$ cat src/rtl/xlt_pkg.sv
package xlt_pkg;
  localparam int LUN_W  = 12;
  localparam int DEV_W  = 12;
  localparam int PRIV_W = 4;

  localparam logic [1:0] VAR_TRAP = 2'b00;
  localparam logic [1:0] VAR_ZERO = 2'b01;
  localparam logic [1:0] VAR_MONE = 2'b10;

  // Unit number returned when the lookup finds no entry.
  function automatic logic [LUN_W-1:0] fallback_unit(input logic [1:0] variant);
    case (variant)
      VAR_ZERO: fallback_unit = LUN_W'(1);
      VAR_MONE: fallback_unit = LUN_W'(2);
      default:  fallback_unit = '0;
    endcase
  endfunction
endpackage

$ cat src/rtl/xlt_table.sv
module xlt_table
  import xlt_pkg::*;
#(
  parameter int DEPTH = 16,
  parameter int ID_W  = 20,
  localparam int IDX_W = (DEPTH > 1) ? $clog2(DEPTH) : 1
) (
  input  logic                          clk,
  input  logic                          rst,
  input  logic                          we,
  input  logic [IDX_W-1:0]              idx,
  input  logic                          w_valid,
  input  logic [ID_W-1:0]               w_ident,
  input  logic [DEV_W-1:0]              w_dev,
  input  logic [PRIV_W-1:0]             w_priv,
  input  logic [LUN_W-1:0]              w_unit,
  output logic [DEPTH-1:0]              e_valid,
  output logic [DEPTH-1:0][ID_W-1:0]    e_ident,
  output logic [DEPTH-1:0][DEV_W-1:0]   e_dev,
  output logic [DEPTH-1:0][PRIV_W-1:0]  e_priv,
  output logic [DEPTH-1:0][LUN_W-1:0]   e_unit
);
  genvar g;
  generate
    for (g = 0; g < DEPTH; g++) begin : g_ent
      always_ff @(posedge clk) begin
        if (rst) begin
          e_valid[g] <= 1'b0;
        end else if (we && (idx == IDX_W'(g))) begin
          e_valid[g] <= w_valid;
        end
      end

      // Key and payload fields need no reset; validity gates their use.
      always_ff @(posedge clk) begin
        if (we && (idx == IDX_W'(g))) begin
          e_ident[g] <= w_ident;
          e_dev[g]   <= w_dev;
          e_priv[g]  <= w_priv;
          e_unit[g]  <= w_unit;
        end
      end
    end
  endgenerate
endmodule

$ cat src/rtl/xlt_match.sv
module xlt_match
  import xlt_pkg::*;
#(
  parameter int DEPTH = 16,
  parameter int ID_W  = 20
) (
  input  logic [DEPTH-1:0]              e_valid,
  input  logic [DEPTH-1:0][ID_W-1:0]    e_ident,
  input  logic [DEPTH-1:0][DEV_W-1:0]   e_dev,
  input  logic [DEPTH-1:0][PRIV_W-1:0]  e_priv,
  input  logic [DEPTH-1:0][LUN_W-1:0]   e_unit,
  input  logic [ID_W-1:0]               k_ident,
  input  logic [DEV_W-1:0]              k_dev,
  input  logic [PRIV_W-1:0]             k_priv,
  output logic                          hit,
  output logic [LUN_W-1:0]              unit
);
  logic [DEPTH-1:0] hv;

  genvar g;
  generate
    for (g = 0; g < DEPTH; g++) begin : g_cmp
      assign hv[g] = e_valid[g] && (e_ident[g] == k_ident) &&
                     (e_dev[g] == k_dev) && (e_priv[g] == k_priv);
    end
  endgenerate

  // Scan from the top down so the lowest matching index is the last one kept.
  always_comb begin
    unit = '0;
    for (int i = DEPTH - 1; i >= 0; i--) begin
      if (hv[i]) unit = e_unit[i];
    end
  end

  assign hit = |hv;
endmodule

$ cat src/rtl/xlt_format.sv
module xlt_format
  import xlt_pkg::*;
#(
  parameter int XLEN = 32
) (
  input  logic             hit,
  input  logic [LUN_W-1:0] unit,
  input  logic [XLEN-1:0]  opnd,
  input  logic [1:0]       variant,
  output logic [XLEN-1:0]  result
);
  always_comb begin
    if (hit) result = {opnd[XLEN-LUN_W-1:0], unit};
    else     result = {{(XLEN-LUN_W){1'b0}}, fallback_unit(variant)};
  end
endmodule

$ cat src/rtl/xlt_translator.sv
module xlt_translator
  import xlt_pkg::*;
#(
  parameter int XLEN  = 32,
  parameter int DEPTH = 16,
  localparam int ID_W  = XLEN - DEV_W,
  localparam int IDX_W = (DEPTH > 1) ? $clog2(DEPTH) : 1
) (
  input  logic              clk,
  input  logic              rst,
  input  logic              tbl_we,
  input  logic [IDX_W-1:0]  tbl_idx,
  input  logic              tbl_valid,
  input  logic [ID_W-1:0]   tbl_ident,
  input  logic [DEV_W-1:0]  tbl_dev,
  input  logic [PRIV_W-1:0] tbl_priv,
  input  logic [LUN_W-1:0]  tbl_unit,
  input  logic              req_valid,
  input  logic [XLEN-1:0]   req_src,
  input  logic [XLEN-1:0]   req_opnd,
  input  logic [PRIV_W-1:0] req_priv,
  input  logic [1:0]        req_variant,
  output logic              rsp_valid,
  output logic [XLEN-1:0]   rsp_result
);
  logic [DEPTH-1:0]              e_valid;
  logic [DEPTH-1:0][ID_W-1:0]    e_ident;
  logic [DEPTH-1:0][DEV_W-1:0]   e_dev;
  logic [DEPTH-1:0][PRIV_W-1:0]  e_priv;
  logic [DEPTH-1:0][LUN_W-1:0]   e_unit;
  logic                          lk_hit;
  logic [LUN_W-1:0]              lk_unit;
  logic [XLEN-1:0]               lk_result;

  xlt_table #(.DEPTH(DEPTH), .ID_W(ID_W)) u_table (
    .clk(clk), .rst(rst), .we(tbl_we), .idx(tbl_idx), .w_valid(tbl_valid),
    .w_ident(tbl_ident), .w_dev(tbl_dev), .w_priv(tbl_priv), .w_unit(tbl_unit),
    .e_valid(e_valid), .e_ident(e_ident), .e_dev(e_dev), .e_priv(e_priv),
    .e_unit(e_unit)
  );

  xlt_match #(.DEPTH(DEPTH), .ID_W(ID_W)) u_match (
    .e_valid(e_valid), .e_ident(e_ident), .e_dev(e_dev), .e_priv(e_priv),
    .e_unit(e_unit), .k_ident(req_src[XLEN-1:DEV_W]), .k_dev(req_src[DEV_W-1:0]),
    .k_priv(req_priv), .hit(lk_hit), .unit(lk_unit)
  );

  xlt_format #(.XLEN(XLEN)) u_format (
    .hit(lk_hit), .unit(lk_unit), .opnd(req_opnd), .variant(req_variant),
    .result(lk_result)
  );

  always_ff @(posedge clk) begin
    if (rst) begin
      rsp_valid  <= 1'b0;
      rsp_result <= '0;
    end else begin
      rsp_valid <= req_valid;
      if (req_valid) rsp_result <= lk_result;
    end
  end
endmodule

$ cat config.mk
export PLATFORM = sky130hd
export DESIGN_NAME = xlt_translator
export DESIGN_NICKNAME = d
export VERILOG_FILES = /design/src/rtl/xlt_pkg.sv /design/src/rtl/xlt_table.sv /design/src/rtl/xlt_match.sv /design/src/rtl/xlt_format.sv /design/src/rtl/xlt_translator.sv
export SDC_FILE = /design/constraint.sdc
export NUM_CORES = 1
export LEC_CHECK = 0
export BUFFER_PORTS_ARGS = -buffer_cell sky130_fd_sc_hd__buf_2
export CORE_UTILIZATION = 25
export DETAILED_ROUTE_END_ITERATION = 8
export GPL_TIMING_DRIVEN = 0
export PLACE_DENSITY = 0.41
export SLEW_MARGIN = 20
export SYNTH_ARGS = -nofsm -noshare
export SYNTH_HDL_FRONTEND = slang
export SYNTH_SLANG_ARGS = --single-unit
$ cat constraint.sdc
create_clock -name clk -period 9.9 [get_ports clk]
set_input_delay 1.485 -clock clk [delete_from_list [all_inputs] [get_ports clk]]
set_output_delay 1.485 -clock clk [all_outputs]
set_load 0.02 [all_outputs]
==> impl_metrics.yaml <==
route:
  routed_wl_um: 146200
  viasPerCell: 4.964
  antenna_left: 0
  vias: 23510
  wl_per_cell_um: 30.85
  drt_iter0_markers: 2516
  firstDrtPassIters: 5
  drc: 0
hold_path:
  hold_path_class: "flip-flop to flip-flop"
  hold_path_depth: 2
global_routing:
  grt_busiest_layer: "met2"
  grt_pass1_wl_um: 195000
  grt_max_degree: 30
  track_usage: 0.1983
  grt_use_met2: 0.3109
  grt_antenna_before_repair: 24
  use_met3: 0.05125
  grt_pass1_vias: 23050
  gr-usage-met1: 0.2609
  overflow: 0
sta:
  worst_pin_slew_ns: 1.040
  finalHoldViolCount: 0
  max_clock_freq_ghz: 0.1769
  skew_ns: 0.03391
  period_share: 0.5711
  fin_crit_ns: 5.654
  setup_violations: 0
  slew_headroom: 0.2968
  rsz0062_at_grt: "false"
  drv_slew: 0
  tns_ns: 0
final_layout:
  drive_gt1_frac: 0.1495
  final_common_cell: "edfxtp_1"
  syn_to_final_growth_pct: 19.11
  final_cell_area_um2: 42640
  layoutNonFillerInstCount: 4737
  fin_util: 0.3008
  final_nets: 2890
  layout_common_cells: "edfxtp_1, xor2_1, xnor2_1"
power_and_ir_drop:
  ir_drop_uv: 125.2
  powerDensity_nw_per_um2: 183.9
  power_mw: 7.841
  p_leak_nw: 13.57
die:
  start_util: 0.2525
  core_um2: 141800
  ios: 160
  die_y_um: 380.4
  num_rows: 138
  die_w_um: 380.4
  dieArea_um2: 144700
place:
  dpl_cell_area_um2: 39680
  place_inst: 4558
  hpwlAfterDp_um: 95910
  gp_congestion: 0.8465
  io_buffers: 112
setup_path:
  critical_path_required_ns: 10.51
  ff2ff_path_depth: 9
  max_stage_delay_ns: 0.91
  crit_path_max_fanout: 10
  critPathKind: "input port to flip-flop"
  critPathSlowestCell: "a2111oi_0"
  critPathLaunchType: "input port"
  path_cells: "buf_2 -> buf_2 -> xnor2_1 -> nand4_1 -> nor4_1 -> nand3_1 -> o21ai_0 -> o21ai_0 -> a2111oi_0 -> or3_1 -> and4bb_1"
  cp.arrival_ns: 6.26
  crit_path_end_kind: "flip-flop"
clock_network:
  postCtsSetupBuffers: 0
  cts.path.max_buffers: 3
  cts_inserted_buffers: 93
  clk_latency_ns: 0.71
  ctsHoldBuffers: 0
  cts-root-buf: "clkbuf_16"
  path_clk_slew_ns: 0.06
  ctsResizeCount: 0
  cts.sinks: 817
  cts-htree-levels: 3
  cts_tree: "yes"
yosys:
  synth.net_count: 2634
  synth_area_leaders: "edfxtp_1, xor2_1, xnor2_1"
  ys_ff_latch: 817
  syn_area_per_cell_um2: 14.28
  async_reset_ff_frac: 0
  synth_edf_count: 768
  synth_top_area_cell: "edfxtp_1"
  syn_area_um2: 35800
  seq_area_frac_synth: 0.6716
  syn_inst: 2507
  synthFlopType: "edfxtp_1"
  ys_types: 75
  synth_top_area_share: 0.6442
  yosys_warnings: 0
run:
  cap_violations: 0
outcome:
  status: "completed"
[registers in the layout (all words and copies together) (netlist names)]
register         count
u_table.e_ident    320
u_table.e_dev      192
u_table.e_unit     192
u_table.e_priv      64
rsp_result          32
u_table.e_valid     16
rsp_valid            1
[cells by family (layout without fill, tap and decap cells)]
kind of cell,after synthesis,count (layout),share of synthesized area
buf+inv,138,473,0.02335
other cells,0,5,0
compound gates,220,220,0.03953
flops,817,817,0.6716
xor+xnor,556,556,0.1362
simple gates,769,769,0.1273
mux,7,7,0.001957
[critical path, delay by kind of cell]
family                    cells  cell delay (ns)
AOI/OAI and AO/OA             3             1.40
xor gates and xnor gates      1             0.24
buffers and inverters         2             1.05
and+or+nand+nor               5             2.05
[cell usage after synthesis, drive strengths merged (8+ instances only)]
| library cell | count |
|---|---|
| a2111oi | 9 |
| a211oi | 9 |
| a21o | 8 |
| a21oi | 42 |
| a31oi | 10 |
| a32oi | 8 |
| and3 | 9 |
| and4 | 13 |
| buf | 82 |
| clkbuf | 27 |
| dfxtp | 49 |
| edfxtp | 768 |
| inv | 28 |
| nand2 | 120 |
| nand2b | 42 |
| nand3 | 70 |
| nand4 | 123 |
| nand4b | 8 |
| nor2 | 56 |
| nor2b | 23 |
| nor3 | 49 |
| nor3b | 9 |
| nor4 | 155 |
| nor4b | 17 |
| o21a | 8 |
| o21ai | 71 |
| o22ai | 20 |
| or2 | 9 |
| or3 | 14 |
| or4 | 23 |
| xnor2 | 227 |
| xor2 | 329 |
[routing by layer]
layer	vias to the layer above	wire length, µm	share of wire
met4	8	6043	0.041
met1	12060	61930	0.42
li1	10070	-	-
met3	263	11930	0.082
met5	-	47	0.00032
met2	1107	66210	0.45
[per-stage QoR]
stage / hold WS [ns] / setup WS [ns]
final: 0.4611 / 4.246
after global routing: 0.4697 / 4.112
after CTS: 0.4623 / 4.151
after detailed placement: 0.4538 / 3.403
after global placement: 0.4470 / 0.9402
after floorplan: 0.4625 / 3.860
[final timing paths]
kind | start | to | slack [ns]
hold / removal | rsp_result[19] | rsp_result[19] | 0.46
setup reg to reg | u_table.e_ident[302] | rsp_result[2] | 5.66
setup / recovery | req_priv[2] | rsp_result[2] | 4.25
hold reg to reg | rsp_result[19] | rsp_result[19] | 0.46
[power breakdown]
part | leakage [nW] | switching [mW] | internal (mW) | total [mW]
combinational | 4.80 | 0.427 | 0.147 | 0.574
clock | 1.44 | 1.48 | 1.92 | 3.40
sequential | 7.33 | 0.0245 | 3.85 | 3.87
[layout make-up]
class	count	area, µm²
fillers	14090	99120
flip-flops and latches	817	24040
multi-input cells	1552	11070
clock buffers	130	2557
well taps	1890	2365
repair buffers	161	1366
plain buffers	109	728.2
clock inverters	44	386.6
inverters	29	108.9
diodes	5	12.51
Power figures use the tool's default switching activity.
